**config.mk**
```make
export PLATFORM = sky130hd
export DESIGN_NAME = can_bit_timer
export DESIGN_NICKNAME = d
export VERILOG_FILES = /design/src/rtl/can_btm_pkg.sv /design/src/rtl/cbt_cfg_decode.sv /design/src/rtl/cbt_tq_div.sv /design/src/rtl/cbt_fall_det.sv /design/src/rtl/cbt_seg_fsm.sv /design/src/rtl/can_bit_timer.sv
export SDC_FILE = /design/constraint.sdc
export NUM_CORES = 1
export LEC_CHECK = 0
export BUFFER_PORTS_ARGS = -buffer_cell sky130_fd_sc_hd__buf_4
export CAP_MARGIN = 20
export CORE_MARGIN = 10
export CORE_UTILIZATION = 45
export DETAILED_ROUTE_END_ITERATION = 16
export HOLD_SLACK_MARGIN = 0.05
export PLACE_DENSITY_LB_ADDON = 0.2
export RECOVER_POWER = 100
export SETUP_SLACK_MARGIN = 0.15
export SLEW_MARGIN = 40
export SYNTH_ARGS = -nofsm -noshare
export SYNTH_HDL_FRONTEND = slang
export SYNTH_HIERARCHICAL = 1
export SYNTH_SLANG_ARGS = --single-unit
```
**constraint.sdc**
```tcl
create_clock -name clk_i -period 12.6 [get_ports clk_i]
set_clock_uncertainty 0.15 [all_clocks]
set_input_delay 2.52 -clock clk_i [delete_from_list [all_inputs] [get_ports clk_i]]
set_output_delay 2.52 -clock clk_i [all_outputs]
set_load 0.05 [all_outputs]
```
**src/rtl/can_btm_pkg.sv**
```systemverilog
package can_btm_pkg;
    // Packed timing word layout (minus-one fields)
    localparam int CFG_W   = 16;
    localparam int BRP_LSB = 0;
    localparam int BRP_W   = 6;
    localparam int SJW_LSB = 6;
    localparam int SJW_W   = 2;
    localparam int T1_LSB  = 8;
    localparam int T1_W    = 4;
    localparam int T2_LSB  = 12;
    localparam int T2_W    = 3;
    localparam int PH2_MIN = 2;
    // quanta counter must hold the longest stretched merged span
    localparam int QW = $clog2((1 << T1_W) + (1 << SJW_W) + 1);

    typedef enum logic [1:0] {
        SEG_SYNC = 2'd0,
        SEG_T1   = 2'd1,
        SEG_T2   = 2'd2
    } seg_e;
endpackage

```
**src/rtl/cbt_cfg_decode.sv**
```systemverilog
module cbt_cfg_decode
    import can_btm_pkg::*;
#(
    parameter int BRPE_W = 4,
    localparam int DIV_W = BRPE_W + BRP_W
) (
    input  logic [CFG_W-1:0]  cfg_i,
    input  logic [BRPE_W-1:0] brpe_i,
    output logic [DIV_W-1:0]  div_max_o,
    output logic [QW-1:0]     t1_len_o,
    output logic [QW-1:0]     t2_len_o,
    output logic [QW-1:0]     sjw_o
);
    logic [QW-1:0] t2_raw;
    logic          unused_cfg_msb;

    assign unused_cfg_msb = cfg_i[CFG_W-1];

    always_comb begin
        div_max_o = {brpe_i, cfg_i[BRP_LSB +: BRP_W]};
        t1_len_o  = QW'(cfg_i[T1_LSB +: T1_W]) + QW'(1);
        t2_raw    = QW'(cfg_i[T2_LSB +: T2_W]) + QW'(1);
        t2_len_o  = (t2_raw < QW'(PH2_MIN)) ? QW'(PH2_MIN) : t2_raw;
        sjw_o     = QW'(cfg_i[SJW_LSB +: SJW_W]) + QW'(1);
    end
endmodule

```
**src/rtl/cbt_tq_div.sv**
```systemverilog
module cbt_tq_div #(
    parameter int DIV_W = 10
) (
    input  logic             clk_i,
    input  logic             rst_i,
    input  logic             restart_i,
    input  logic [DIV_W-1:0] div_max_i,
    output logic             tick_o
);
    logic [DIV_W-1:0] cnt_q;

    assign tick_o = (cnt_q >= div_max_i);

    always_ff @(posedge clk_i) begin
        if (rst_i || restart_i || tick_o) cnt_q <= '0;
        else                             cnt_q <= cnt_q + DIV_W'(1);
    end

    // with a divider above one, a tick is never followed directly by another
    assert_tick_spacing_R2: assert property (@(posedge clk_i) disable iff (rst_i)
        ($past(tick_o) && !$past(restart_i) && $stable(div_max_i) && div_max_i != '0)
        |-> !tick_o);
endmodule

```
**src/rtl/cbt_fall_det.sv**
```systemverilog
module cbt_fall_det (
    input  logic clk_i,
    input  logic rst_i,
    input  logic rx_i,
    output logic fall_o
);
    logic rx_q;

    always_ff @(posedge clk_i) begin
        if (rst_i) rx_q <= 1'b1;
        else       rx_q <= rx_i;
    end

    assign fall_o = rx_q & ~rx_i;
endmodule

```
**src/rtl/cbt_seg_fsm.sv**
```systemverilog
module cbt_seg_fsm
    import can_btm_pkg::*;
(
    input  logic          clk_i,
    input  logic          rst_i,
    input  logic          tick_i,
    input  logic          hsync_i,
    input  logic          fall_i,
    input  logic          rx_i,
    input  logic [QW-1:0] t1_len_i,
    input  logic [QW-1:0] t2_len_i,
    input  logic [QW-1:0] sjw_i,
    output logic          sample_o,
    output logic          rx_bit_o,
    output logic          bit_start_o,
    output seg_e          seg_o
);
    seg_e          state_q, state_d;
    logic [QW-1:0] cnt_q, cnt_d;
    logic [QW-1:0] ext_q, ext_d, ext_now;
    logic [QW-1:0] shr_q, shr_d, shr_now;
    logic          done_q, done_d;
    logic          edge_ok;
    logic [QW-1:0] lim1, lim2, left2;
    logic          fire_samp, fire_start;

    // phase-error evaluation for the current cycle
    always_comb begin
        edge_ok = fall_i && !done_q && (state_q != SEG_SYNC);
        left2   = (cnt_q >= t2_len_i) ? '0 : (t2_len_i - cnt_q);
        ext_now = ext_q;
        shr_now = shr_q;
        if (edge_ok && state_q == SEG_T1) ext_now = (cnt_q < sjw_i) ? cnt_q : sjw_i;
        if (edge_ok && state_q == SEG_T2) shr_now = (left2 < sjw_i) ? left2 : sjw_i;
        lim1 = t1_len_i + ext_now;
        lim2 = t2_len_i - shr_now;
    end

    // next-state logic
    always_comb begin
        state_d    = state_q;
        cnt_d      = cnt_q;
        ext_d      = ext_now;
        shr_d      = shr_now;
        done_d     = done_q | edge_ok;
        fire_samp  = 1'b0;
        fire_start = 1'b0;
        if (hsync_i) begin
            state_d    = SEG_SYNC;
            cnt_d      = '0;
            ext_d      = '0;
            shr_d      = '0;
            done_d     = 1'b0;
            fire_start = 1'b1;
        end else if (tick_i) begin
            unique case (state_q)
                SEG_SYNC: begin
                    state_d = SEG_T1;
                    cnt_d   = QW'(1);
                end
                SEG_T1: begin
                    if (cnt_q >= lim1) begin
                        state_d   = SEG_T2;
                        cnt_d     = QW'(1);
                        fire_samp = 1'b1;
                    end else begin
                        cnt_d = cnt_q + QW'(1);
                    end
                end
                SEG_T2: begin
                    if (cnt_q >= lim2) begin
                        state_d    = SEG_SYNC;
                        cnt_d      = '0;
                        ext_d      = '0;
                        shr_d      = '0;
                        done_d     = 1'b0;
                        fire_start = 1'b1;
                    end else begin
                        cnt_d = cnt_q + QW'(1);
                    end
                end
                default: state_d = SEG_SYNC;
            endcase
        end
    end

    // state register
    always_ff @(posedge clk_i) begin
        if (rst_i) begin
            state_q <= SEG_SYNC;
            cnt_q   <= '0;
            ext_q   <= '0;
            shr_q   <= '0;
            done_q  <= 1'b0;
        end else begin
            state_q <= state_d;
            cnt_q   <= cnt_d;
            ext_q   <= ext_d;
            shr_q   <= shr_d;
            done_q  <= done_d;
        end
    end

    // output register
    always_ff @(posedge clk_i) begin
        if (rst_i) begin
            sample_o    <= 1'b0;
            rx_bit_o    <= 1'b1;
            bit_start_o <= 1'b0;
        end else begin
            sample_o    <= fire_samp;
            bit_start_o <= fire_start;
            if (fire_samp) rx_bit_o <= rx_i;
        end
    end

    assign seg_o = state_q;

    assert_sync_exit_R3: assert property (@(posedge clk_i) disable iff (rst_i)
        (!$past(hsync_i) && $past(state_q) == SEG_SYNC) |-> state_q inside {SEG_SYNC, SEG_T1});
    assert_t1_exit_R3: assert property (@(posedge clk_i) disable iff (rst_i)
        (!$past(hsync_i) && $past(state_q) == SEG_T1) |-> state_q inside {SEG_T1, SEG_T2});
    assert_t2_exit_R3: assert property (@(posedge clk_i) disable iff (rst_i)
        (!$past(hsync_i) && $past(state_q) == SEG_T2) |-> state_q inside {SEG_T2, SEG_SYNC});
    assert_strobe_excl_R3: assert property (@(posedge clk_i) disable iff (rst_i)
        !(sample_o && bit_start_o));
    assert_tick_gate_R2: assert property (@(posedge clk_i) disable iff (rst_i)
        (state_q != $past(state_q)) |-> $past(tick_i || hsync_i));
    assert_one_resync_R7: assert property (@(posedge clk_i) disable iff (rst_i)
        ($past(done_q) && !$past(hsync_i) && state_q != SEG_SYNC) |-> ($stable(ext_q) && $stable(shr_q)));
    assert_hard_restart_R8: assert property (@(posedge clk_i) disable iff (rst_i)
        $past(hsync_i) |-> (state_q == SEG_SYNC && bit_start_o));
endmodule

```
**src/rtl/can_bit_timer.sv**
```systemverilog
module can_bit_timer
    import can_btm_pkg::*;
#(
    parameter int BRPE_W = 4
) (
    input  logic              clk_i,
    input  logic              rst_i,
    input  logic [15:0]       bt_cfg_i,
    input  logic [BRPE_W-1:0] brp_ext_i,
    input  logic              rx_i,
    input  logic              hsync_i,
    output logic              tq_tick_o,
    output logic              sample_o,
    output logic              rx_bit_o,
    output logic              bit_start_o,
    output logic [1:0]        seg_o
);
    localparam int DIV_W = BRPE_W + BRP_W;

    logic [DIV_W-1:0] div_max;
    logic [QW-1:0]    t1_len, t2_len, sjw;
    logic             tick, fall;
    seg_e             seg;

    cbt_cfg_decode #(.BRPE_W(BRPE_W)) u_dec (
        .cfg_i    (bt_cfg_i),
        .brpe_i   (brp_ext_i),
        .div_max_o(div_max),
        .t1_len_o (t1_len),
        .t2_len_o (t2_len),
        .sjw_o    (sjw)
    );

    cbt_tq_div #(.DIV_W(DIV_W)) u_div (
        .clk_i    (clk_i),
        .rst_i    (rst_i),
        .restart_i(hsync_i),
        .div_max_i(div_max),
        .tick_o   (tick)
    );

    cbt_fall_det u_edge (
        .clk_i (clk_i),
        .rst_i (rst_i),
        .rx_i  (rx_i),
        .fall_o(fall)
    );

    cbt_seg_fsm u_fsm (
        .clk_i      (clk_i),
        .rst_i      (rst_i),
        .tick_i     (tick),
        .hsync_i    (hsync_i),
        .fall_i     (fall),
        .rx_i       (rx_i),
        .t1_len_i   (t1_len),
        .t2_len_i   (t2_len),
        .sjw_i      (sjw),
        .sample_o   (sample_o),
        .rx_bit_o   (rx_bit_o),
        .bit_start_o(bit_start_o),
        .seg_o      (seg)
    );

    assign tq_tick_o = tick;
    assign seg_o     = seg;
endmodule

```
==> results.md <==
* Post-DRT Antenna Nets at 0
* Register area share after synthesis at 20.9%
* Clk sink count at 32
* Netlist cell types at 65
* Avg WL per Cell at 13.6 um
* Period minus WS final at 9.53 ns
* Cts hold-fix bufs at 0
* Max-cap violations at 0
* Area of the multi-input gates at 2150 um2
* Met3 wire len at 297 um
* H-tree depth at 2
* Area grow syn2layout at 7.13%
* Vias in the first global route at 2508
* Root Buffer Master: clkbuf_8
* Final nets at 464
* Endpoint class of the critical path: flip-flop
* Worst path depth at 29
* Pleak at 1.47 nW
* Final hold vios at 0
* Largest stage delay on the critical path at 0.46 ns
* Family with the most delay on the worst path: simple AND/OR/NAND/NOR gates
* CP Launch Point: bt_cfg_i[12]
* Rel. slew slack at 16.5%
* GPL Wtd Cong at 0.870
* Syn avg cell area at 8.24 um2
* Syn Inst Count at 373
* Commonest non-fill, non-tap cell in the layout: ha_1
* 1st-iter DRT viols at 103
* # resized after CTS at 0
* Most common cell type on the critical path: ha_1
* TritonCTS buffer count at 5
* Filler cells at 646
* IO buf count at 28
* Die X at 103 um
* ANT cells at 0
* R2r endpoint: u_fsm/cnt_q[3]
* HP Class: flip-flop to flip-flop
* Cell row count at 30
* Initial antenna violation count at 0
* Worst setup path end: u_fsm/cnt_q[3]
* Slew @ Worst Pin at 1.25 ns
* Cell Area, Synth at 3070 um2
* Total number of vias at 2502
* GR Overflow Total at 0
* Setup bufs post-CTS at 0
* Achievable frequency at 105 MHz
* Synth Flop Type: dfxtp_1
* Final core utilization at 49.0%
* Drc violations at 0
* EDFF count, synth at 0
* Pwr/cell area at 74.3 nW/um2
* Worst hold stages at 2
* CP Buf/Inv Count at 3
* Vias per cell at 5.31
* Period utilization at 75.6%
* Crit Path Category: input pin to flip-flop
* Most frequent cells in the layout: ha_1 (47), inv_1 (38), nor2_1 (32), dfxtp_1 (32), a21oi_1 (27)
* Clock Latency Late Sink at 0.28 ns
* Final WL at 6420 um
* Clock buffer depth at 2
* Critical path required time at 12.66 ns
* Die Ht at 103 um
* R2r startpoint: u_fsm/cnt_q[3]
* Worst EP arrival at 9.59 ns
* Share of layout cells above drive strength 1 at 12.0%
* Slew Viols, Final at 0
* Starting density of the core at 45.7%
* Unrepaired setup endpoints after global routing: no
* R2r setup slk at 5.47 ns
* Ports at 30
* Largest net degree at the start of global routing at 17
* FF+latch count, synth at 32
* Die footprint at 10500 um2
* Global-route wire length before repair at 11100 um
* Sequential cell area at 641 um2
* Core ar. at 6720 um2
* DRT Pass-1 Iters at 4
* Crit path max-delay cell type: xor2_1
* Worst-path maximum fanout at 6
* Peak supply drop at 0.0505 mV
* Met2 wire len at 2800 um
* Synth Warn # at 6
* GR Util All Layers at 12.8%
* Highest routed metal layer: met4
* Async S/R FF share, synth at 0%
* Run status: finished, final reports clean
* Final setup violating endpoints at 0
* CTS tree: done
* Met1 WL at 3270 um
* Startpoint Class: input pin
* Setup TNS at 0 ns
* FF-to-FF path depth at 26
* DPL Wire Length at 5160 um
* CTS clock-pin slew for the worst setup and hold paths at 0.07 ns
[sequential cells by signal, indices dropped and copies added (netlist names)]
register           cells
u_fsm/ext_q            5
u_fsm/cnt_q            5
u_div/cnt_q           10
u_fsm/sample_o         1
u_fsm/shr_q            5
u_fsm/done_q           1
u_fsm/rx_bit_o         1
u_fsm/bit_start_o      1
u_edge/rx_q            1
u_fsm/seg_o            2
[kinds of logic after synthesis]
family / share of synthesized area [%]
muxes: 1.91
xor gates and xnor gates: 7.13
AOI/OAI and AO/OA: 18.6
and+or+nand+nor: 21.2
buffers and inverters: 9.04
other: 0.122
adders and majority gates: 21.2
DFF: 20.9
[where the power goes]
group | internal (mW) | leakage [nW] | switching (mW)
Sequential | 0.102 | 0.259 | 0.000427
Combinational | 0.0311 | 1.17 | 0.0366
Clock | 0.0375 | 0.0410 | 0.0369
Total | 0.170 | 1.47 | 0.0740
[worst min-delay path, stage by stage, from the launching register on]
cell     delay [ns]
dfxtp_1        0.34
a21oi_1        0.04
nor2_1         0.07
[Yosys cell counts (2+ instances only)]
library cell,number,share of area [%]
a211oi_1,3,0.73
a21o_1,15,3.7
a21oi_1,27,4.4
a221oi_1,3,0.86
and2b_2,2,0.57
and3_1,3,0.61
buf_1,2,0.24
buf_4,13,3.2
buf_6,2,0.73
clkbuf_1,2,0.24
dfxtp_1,32,21
fa_1,2,1.3
ha_1,47,19
inv_1,38,4.6
maj3_2,2,0.73
mux2i_1,3,0.98
nand2_1,19,2.3
nand2b_1,7,1.4
nand3_1,7,1.1
nand3b_1,3,0.73
nand4_1,3,0.61
nor2_1,32,3.9
nor2b_1,7,1.4
nor3_1,13,2.1
nor4_1,3,0.61
o21a_1,2,0.49
o21ai_0,7,1.1
o21ai_1,5,0.81
o21bai_1,2,0.49
or2_0,2,0.41
or2_1,4,0.81
or2_2,3,0.61
or3_1,3,0.61
xnor2_1,15,4.3
xor2_1,10,2.9
[through the flow]
step	cell area [um2]	worst slack, ns	hold slack (ns)	instances	power [mW]
2_1_floorplan	3080	4.00	0.288	375	0.161
3_3_place_gp	3250	3.05	0.309	464	0.171
3_5_place_dp	3250	2.99	0.321	464	0.172
4_1_cts	3330	3.24	0.338	471	0.247
5_1_grt	3290	2.47	0.394	471	0.261
6_report	3290	3.07	0.337	471	0.244
[routing by layer]
layer / vias up / global-route usage [%]
met3: 6 / 3.22
met5: - / 0
met1: 1136 / 17.1
met4: 0 / 3.80
li1: 1313 / -
met2: 47 / 19.8
[cell type report]
type | instances | area share, %
multi-input cells | 286 | 65.4
flip-flops and latches | 32 | 19.5
repair buffers | 28 | 5.36
inverters | 38 | 4.33
well taps | 80 | 3.04
clock buffers | 6 | 2.21
clock inverters | 1 | 0.152
[how the worst min path moves through the flow]
stage / startpoint / endpoint / slack, ns
after floorplan: u_fsm/done_q / u_fsm/done_q / 0.29
after global placement: u_fsm/done_q / u_fsm/done_q / 0.31
after detailed placement: u_fsm/done_q / u_fsm/done_q / 0.32
after CTS: u_fsm/done_q / u_fsm/done_q / 0.34
after global routing: u_fsm/done_q / u_fsm/done_q / 0.39
final: u_fsm/done_q / u_fsm/done_q / 0.34
(Power assumes the default switching activity.)
